===== src/rtl/preciseExcPkg.sv =====
package preciseExcPkg;
  localparam int CodeW   = 5;
  localparam int CodeLsb = 2;
  localparam int SlotBit = 31;
  localparam int CauseW  = 32;

  typedef struct packed {
    logic loadTrap;
    logic restore;
    logic inSlot;
  } excStrobes_t;
endpackage


===== src/rtl/excCtrl.sv =====
module excCtrl
  import preciseExcPkg::*;
#(
  parameter int NumLanes = 2,
  localparam int IdxW = (NumLanes > 1) ? $clog2(NumLanes) : 1
) (
  input  logic                clk,
  input  logic                rstN,
  input  logic [NumLanes-1:0] laneValid,
  input  logic [NumLanes-1:0] laneExc,
  input  logic [NumLanes-1:0] laneSlot,
  input  logic                eretReq,
  output logic [NumLanes-1:0] commitEn,
  output logic [IdxW-1:0]     faultIdx,
  output excStrobes_t         strobes
);
  logic anyFault;
  logic [NumLanes-1:0] faultVec;

  assign faultVec = laneValid & laneExc;

  // Oldest lane wins: scan from youngest down so the lowest index is last.
  always_comb begin
    anyFault = 1'b0;
    faultIdx = '0;
    for (int i = NumLanes - 1; i >= 0; i--) begin
      if (faultVec[i]) begin
        anyFault = 1'b1;
        faultIdx = IdxW'(i);
      end
    end
  end

  for (genvar g = 0; g < NumLanes; g++) begin : gLane
    assign commitEn[g] = laneValid[g] && !(anyFault && (IdxW'(g) >= faultIdx));

    p_kill_fault_r5: assert property (@(posedge clk) disable iff (!rstN)
      faultVec[g] |-> !commitEn[g]);
  end

  always_comb begin
    strobes.loadTrap = anyFault;
    strobes.restore  = eretReq && !anyFault;
    strobes.inSlot   = laneSlot[faultIdx];
  end

  p_oldest_kept_r4: assert property (@(posedge clk) disable iff (!rstN)
    (laneValid[0] && !laneExc[0]) |-> commitEn[0]);
  p_one_action_r10: assert property (@(posedge clk) disable iff (!rstN)
    $onehot0({strobes.loadTrap, strobes.restore}));
endmodule


===== src/rtl/excDatapath.sv =====
module excDatapath
  import preciseExcPkg::*;
#(
  parameter int NumLanes = 2,
  parameter int XLEN = 32,
  parameter logic [XLEN-1:0] TrapVector = 32'h0000_0180,
  localparam int IdxW = (NumLanes > 1) ? $clog2(NumLanes) : 1
) (
  input  logic                       clk,
  input  logic                       rstN,
  input  logic [NumLanes*XLEN-1:0]   lanePc,
  input  logic [NumLanes*CodeW-1:0]  laneCode,
  input  logic [IdxW-1:0]            faultIdx,
  input  excStrobes_t                strobes,
  output logic                       trapTaken,
  output logic                       redirectValid,
  output logic [XLEN-1:0]            redirectPc,
  output logic [XLEN-1:0]            epcOut,
  output logic [CauseW-1:0]          causeOut,
  output logic                       excLevel
);
  logic [XLEN-1:0]   selPc;
  logic [CodeW-1:0]  selCode;
  logic [XLEN-1:0]   epcNext;
  logic [CauseW-1:0] causeNext;

  assign selPc   = lanePc[faultIdx*XLEN +: XLEN];
  assign selCode = laneCode[faultIdx*CodeW +: CodeW];
  assign epcNext = strobes.inSlot ? (selPc - XLEN'(4)) : selPc;

  always_comb begin
    causeNext = '0;
    causeNext[SlotBit] = strobes.inSlot;
    causeNext[CodeLsb +: CodeW] = selCode;
  end

  always_ff @(posedge clk) begin
    if (!rstN) begin
      epcOut   <= '0;
      causeOut <= '0;
      excLevel <= 1'b0;
    end else if (strobes.loadTrap) begin
      epcOut   <= epcNext;
      causeOut <= causeNext;
      excLevel <= 1'b1;
    end else if (strobes.restore) begin
      excLevel <= 1'b0;
    end
  end

  assign trapTaken     = strobes.loadTrap;
  assign redirectValid = strobes.loadTrap | strobes.restore;
  assign redirectPc    = strobes.loadTrap ? TrapVector : epcOut;

  p_slot_epc_r6: assert property (@(posedge clk) disable iff (!rstN)
    (strobes.loadTrap && strobes.inSlot) |=> (epcOut == $past(selPc) - XLEN'(4) && causeOut[SlotBit]));
  p_level_set_r8: assert property (@(posedge clk) disable iff (!rstN)
    strobes.loadTrap |=> excLevel);
  p_level_clear_r9: assert property (@(posedge clk) disable iff (!rstN)
    strobes.restore |=> (!excLevel && $stable(epcOut)));
  p_hold_r11: assert property (@(posedge clk) disable iff (!rstN)
    !strobes.loadTrap |=> ($stable(epcOut) && $stable(causeOut)));
  p_cause_clean_r3: assert property (@(posedge clk) disable iff (!rstN)
    (causeOut[SlotBit-1:CodeLsb+CodeW] == '0) && (causeOut[CodeLsb-1:0] == '0));
endmodule


===== src/rtl/preciseExcUnit.sv =====
module preciseExcUnit
  import preciseExcPkg::*;
#(
  parameter int NumLanes = 2,
  parameter int XLEN = 32,
  parameter logic [XLEN-1:0] TrapVector = 32'h0000_0180
) (
  input  logic                      clk,
  input  logic                      rstN,
  input  logic [NumLanes-1:0]       commitValid,
  input  logic [NumLanes*XLEN-1:0]  commitPc,
  input  logic [NumLanes-1:0]       commitExc,
  input  logic [NumLanes*5-1:0]     commitCode,
  input  logic [NumLanes-1:0]       commitInSlot,
  input  logic                      eretReq,
  output logic [NumLanes-1:0]       commitEn,
  output logic                      trapTaken,
  output logic                      redirectValid,
  output logic [XLEN-1:0]           redirectPc,
  output logic [XLEN-1:0]           epcOut,
  output logic [31:0]               causeOut,
  output logic                      excLevel
);
  localparam int IdxW = (NumLanes > 1) ? $clog2(NumLanes) : 1;

  logic [IdxW-1:0] faultIdx;
  excStrobes_t     strobes;

  excCtrl #(.NumLanes(NumLanes)) uCtrl (
    .clk(clk), .rstN(rstN),
    .laneValid(commitValid), .laneExc(commitExc), .laneSlot(commitInSlot),
    .eretReq(eretReq), .commitEn(commitEn), .faultIdx(faultIdx), .strobes(strobes)
  );

  excDatapath #(.NumLanes(NumLanes), .XLEN(XLEN), .TrapVector(TrapVector)) uPath (
    .clk(clk), .rstN(rstN),
    .lanePc(commitPc), .laneCode(commitCode), .faultIdx(faultIdx), .strobes(strobes),
    .trapTaken(trapTaken), .redirectValid(redirectValid), .redirectPc(redirectPc),
    .epcOut(epcOut), .causeOut(causeOut), .excLevel(excLevel)
  );
endmodule


===== config.mk =====
export PLATFORM = sky130hd
export DESIGN_NAME = preciseExcUnit
export DESIGN_NICKNAME = d
export VERILOG_FILES = /design/src/rtl/preciseExcPkg.sv /design/src/rtl/excCtrl.sv /design/src/rtl/excDatapath.sv /design/src/rtl/preciseExcUnit.sv
export SDC_FILE = /design/constraint.sdc
export NUM_CORES = 1
export LEC_CHECK = 0
export CAP_MARGIN = 20
export CELL_PAD_IN_SITES_DETAIL_PLACEMENT = 1
export CELL_PAD_IN_SITES_GLOBAL_PLACEMENT = 2
export CORE_MARGIN = 4
export CORE_UTILIZATION = 36
export CTS_CLUSTER_DIAMETER = 150
export DETAILED_ROUTE_END_ITERATION = 8
export DONT_BUFFER_PORTS = 1
export MAX_ROUTING_LAYER = met4
export PLACE_DENSITY = 0.84
export SYNTH_ARGS = -nofsm -noshare
export SYNTH_HDL_FRONTEND = slang
export SYNTH_SLANG_ARGS = --single-unit
export TNS_END_PERCENT = 30

===== constraint.sdc =====
create_clock -name clk -period 5 [get_ports clk]
set_clock_uncertainty 0.2 [all_clocks]
set_input_delay 0.5 -clock clk [delete_from_list [all_inputs] [get_ports clk]]
set_output_delay 0.5 -clock clk [all_outputs]
set_load 0.05 [all_outputs]

# Word level (Yosys, flattened, before mapping)
# Index checks and enable logic that the tools add are counted.
dict set report totals {
  register_bits 39
  in_bits 83
  output_inout_bits 101
  elab_cells 30
}
dict set report classes {
  addsub 1
  multipliers 1
  order_cmp 3
  shift 2
  muxes 9
  n_bitwise 2
  n_reduce_logical 9
}
# cell n
set op_table {}
lappend op_table {{$mux 32} 2}
lappend op_table {{$shiftx 64x7->32} 1}
lappend op_table {{$sub 32x3->32 const B} 1}
lappend op_table {{$shiftx 10x5->5} 1}
lappend op_table {{$mux 1} 7}
lappend op_table {{$logic_and 1x1->1} 5}
lappend op_table {{$mul 1x3->4 const B} 1}
lappend op_table {{$logic_not 1->1} 3}
lappend op_table {{$and 2x2->2} 1}
lappend op_table {{$ge 1x1->1 const A} 2}
lappend op_table {{$lt 1x2->1 const B} 1}
lappend op_table {{$reduce_bool 2->1} 1}
lappend op_table {{$or 1x1->1} 1}

# Depth between registers and ports, before layout
dict set report depth {
  ltp_word 7
  mapped_depth 13
  ltp_nobuf 10
}

# Hierarchy
# A second synthesis with hierarchy kept.
dict set report unflattened {
  cells_unflattened 395
  area_unflattened_um2 3191.8
}
# mod n_inst cells_per_inst area_per_inst_um2 seq_area_each_um2
set by_module_without_submodules {}
lappend by_module_without_submodules {excDatapath 1 386 3131.8 780.7}
lappend by_module_without_submodules {excCtrl 1 9 60.1 0.0}

# Least setup slack after synthesis
# No wires, ideal clock.
dict set report synth_path {
  path_kind {in2reg}
  from {input commitValid[1]}
  to {register uPath.epcOut[16]}
  setup_time_ps 128
  arrival_time_ps 2967
  t_required_ps 4672
  slack_ps 1705
  cell_stages 11
  path_buffers 3
  cell_sequence {and2_1 -> buf_2 -> nand2_1 -> buf_4 -> buf_2 -> mux2i_1 -> ha_1 -> o21ai_0 -> or4_1 -> a31oi_1 -> nor2_1}
}
dict set report synth_between {
  elab_chain_cells 6
}
# item line
set synth_rtl {}
lappend synth_rtl {{from (decl)} preciseExcUnit.sv:10} ;# input logic [NumLanes-1:0] commitValid,
lappend synth_rtl {{$and 2x2->2 (*)} excCtrl.sv:20} ;# assign faultVec = laneValid & laneExc;
lappend synth_rtl {{$mux 1 (*)} excCtrl.sv:27} ;# if (faultVec[i]) begin
lappend synth_rtl {{$mux 1} excCtrl.sv:27}
lappend synth_rtl {{$shiftx 64x7->32 or $mux 1 (tied branches)} {excDatapath.sv:27, excCtrl.sv:44}}
lappend synth_rtl {{$sub 32x3->32 or $mux 1 (tied branches)} {excDatapath.sv:29, excCtrl.sv:44}}
lappend synth_rtl {{$mux 32} excDatapath.sv:29} ;# assign epcNext = strobes.inSlot ? (selPc - XLEN'(4)) : selPc;
lappend synth_rtl {{to (signal assigned)} excDatapath.sv:43} ;# epcOut <= epcNext;
lappend synth_rtl {{to (decl)} excDatapath.sv:18} ;# output logic [XLEN-1:0] epcOut,
# Every way passes the cells marked *; elsewhere a longest branch is shown, timed or not. The select of a mux whose other input is x is not followed.
# A chain may end at the register's enable or synchronous reset.

# Worst setup path after layout
# Ends and elaborated chain as after synthesis.

==> summary.txt <==
Timing
  – Final setup margin: 1.810 ns
  – Setup violations, final: 0
  – Final Cycle Share: 63.80%
  – Tightest Pin Transition: around 1.1 ns
  – Post-layout min period: between 3 and 4 ns
  – Fin. Hold Viols: 0
  – Fmax: about 310 MHz
  – Final total negative setup slack: 0 ns
  – RSZ-0062 raised after global routing: no
  – Final Max Slew Viols: 0
  – Max-slew headroom: ~28%

Placed design
  – Final weighted congestion in routability-driven placement: roughly 0.91
  – Pre-CTS setup slack: ~1.5 ns
  – Placed inst area: 3302 sq um
  – Port bufs: 0
  – Post-detail-place hpwl: 10060 microns
  – Total placed cells including tap cells: 520

Synth
  – #FFs+latches synth: 39
  – Sequential fraction of the synthesis area: a little under a quarter
  – Leading post-synthesis cells by cell area: dfxtp_1 (24%), mux2i_1 (7.8%), and3_1 (6.2%), buf_4 (6.1%), nand2_1 (5.9%)
  – Post-synthesis cell type count: 66
  – Synthesized netlist cell count: 433
  – Mux cell area share after synthesis: 8.851%
  – Ys async rst share: 0%
  – Ys Warns: 0
  – Predominant post-synthesis flop cell: dfxtp_1
  – Post-Synth XOR/XNOR Area: 3.427%
  – Largest family of logic cells by synthesized area: simple AND/OR/NAND/NOR gates
  – Avg Cell Area, Syn: 7.672 sq um
  – Post-synth EDFFs: 0
  – Adder-Cell Fraction of Synth Area: 0.3766%
  – Simple-gate share of the synthesized area: 32.58%
  – Synth area leader: dfxtp_1
  – Area of the mapped netlist: 3322 sq um
  – Synth top area share: about a quarter
  – Post-synthesis compound-gate area fraction: 21.47%
  – Most frequent cells after synthesis: nand2_1 (52), dfxtp_1 (39), nor2_1 (38), and3_1 (33), buf_4 (27)
  – Most frequent cell after synthesis: nand2_1

Critical path
  – Reg-to-reg startpoint: uPath.epcOut[28]
  – Crit Path Class: in -> reg
  – Startpoint Class: input port
  – Flop-to-flop setup slack: 3.20 ns
  – Worst Path Max Fanout: 28
  – CP arrival: 3.16 ns
  – R2R Path End: uPath.epcOut[28]
  – Reg2reg path depth: 3
  – Req. time, crit path: ~5 ns
  – Setup crit end kind: flop

Layout
  – Fin area: between 3000 and 4000 sq um
  – Nets: between 500 and 600
  – Finished Layout Cells: 528
  – Filler cells: 1080
  – Post-layout util: about two fifths
  – # diodes: 0
  – Area delta synth->final: 3.390%
  – Layout cells sized above 1: 7.857%

Clock network
  – CTS resizes: 0
  – CTS root buffer: clkbuf_8
  – Total clock sinks: 39
  – Clock Tree Buf Depth: 2
  – Postcts setup bufs: 0
  – Clock Latency Late Sink: about 0.29 ns
  – CTS buffer count: 5
  – Worst-path clk slew: 0.08 ns
  – CTS tree: done
  – Post-CTS Hold Buffers: 0
  – H-tree depth: 2

Floorplan
  – Core ar.: 8848 sq um
  – Initial core utilization: a little under two fifths
  – DIE HEIGHT: between 100 and 150 microns
  – # IOs: 184
  – Cell row count: 34
  – Die ar.: between 10000 and 15000 sq um
  – Die width: 104.1 microns

Routing
  – Drt first pass iters: 4
  – Post-route DRC: 0
  – Post-route ant nets: 0
  – DRT iter0 DRCs: 217
  – Via Count: 3355
  – DR vias/cell: 6.354
  – Routed len/inst: 24.26 microns
  – Total wire length: roughly 13000 microns

Min path
  – Hold Path Cell Cnt: 2
  – Hold Crit Start: rstN
  – Hold EP: uPath.epcOut[21]
  – Worst Hold Class: in -> reg

Power
  – Pleak: 0.001338 uW
  – Sw Share: 41.65%
  – Reg power frac: between 40% and 50%
  – Pwr Density: roughly 300 nW/um^2
  – Combinational power share: between 20% and 30%
  – VDD IR max: 0.09658 mV
  – Psw: 427.4 uW
  – Clk pwr share: between 30 and 40%
  – Internal Pwr Total: 598.8 uW

Global route
  – Initial antenna violation count: 0
  – GR Util All Layers: 23.20%
  – First-pass GRT wire length: 19830 microns
  – Vias in the first global route: roughly 3300
  – Gr ovfl total: 0
  – Pin count of the biggest net entering global routing: 60

Outcome
  – Status: finished clean

Job
  – Max-Cap Viols: 0
-- kinds of logic (layout without fill, tap and decap cells) --
group           count (synthesis)  after routing
flops                          39             39
fa+ha+maj                       1              1
other cells                     1             26
compound gates                 91             91
simple gates                  202            202
xor+xnor                       13             13
buf+inv                        57             19
mux                            29             29
-- cell usage in the layout (no fill, tap or decap), types with 3 or more instances in the layout --
master,instances
nand4_1,6
a22o_1,6
and3_1,33
a211oi_1,9
buf_4,7
nor4_1,18
nor3_1,8
xnor2_1,8
a32o_1,3
o21ai_0,7
dfxtp_1,39
o31ai_1,4
xor2_1,5
a2111oi_0,3
mux2i_1,26
or4_1,8
or3_1,13
a311oi_1,7
o211ai_1,6
nor2_1,38
a31oi_1,3
nand2b_1,3
mux2_2,3
nand3_1,6
nand2_1,50
a21oi_1,14
o21ai_1,3
conb_1,26
clkbuf_8,5
-- per-layer routing --
metal	part of all wire (%)	routed length (microns)	vias up	track usage, %
met1	44	5627	1603	30.29
met2	44	5612	173	34.08
met4	1.7	214	0	7.597
met3	11	1354	20	7.200
li1	-	-	1559	-
met5	0	0	-	-
-- power by group through the flow --
stage	registers, uW	clock network, uW	logic, uW
floorplan	437	0	251
global placement	444	0	271
detailed placement	445	0	275
CTS	437	324	276
global route	440	336	294
finish	436	314	276
-- cell type report --
cell class,count,area [sq um],area share [%]
flip-flops and latches,39,780.7,22.73
clock buffers,6,72.57,2.113
multi-input cells,362,2318,67.50
clock inverters,2,60.06,1.749
inverters,4,15.01,0.4372
well taps,108,135.1,3.934
repair buffers,7,52.55,1.530
-- critical path, stage by stage --
cell     delay (ns)
and2_1         0.14
buf_4          0.22
nand2_1        0.10
buf_4          0.37
mux2i_1        0.34
ha_1           0.31
o21ai_0        0.32
or4_1          0.60
a31oi_1        0.17
nor2_1         0.06
-- worst max-delay path by stage --
stage / from / end / slack [ns] / depth (start not counted)
6_report: commitValid[1] / uPath.epcOut[16] / 1.81 / 10
5_1_grt: commitValid[1] / uPath.epcOut[16] / 1.68 / 10
4_1_cts: commitValid[1] / uPath.epcOut[16] / 1.84 / 10
3_5_place_dp: commitValid[1] / uPath.epcOut[16] / 1.54 / 10
3_3_place_gp: commitValid[1] / uPath.epcOut[16] / 1.66 / 10
2_1_floorplan: commitValid[1] / uPath.epcOut[16] / 1.71 / 11
-- stage by stage --
step	power [uW]	hold WS (ns)
after CTS	1037	0.1026
after global placement	715.3	0.4162
final	1026	0.1201
after floorplan	688.9	0.4590
after detailed placement	719.2	0.4178
after global routing	1070	0.1166
-- flip-flops by register name (all words and copies together), names as in the netlist --
name,flops
uPath.epcOut,32
uPath.excLevel,1
uPath.causeOut,6
(Power assumes the default switching activity.)
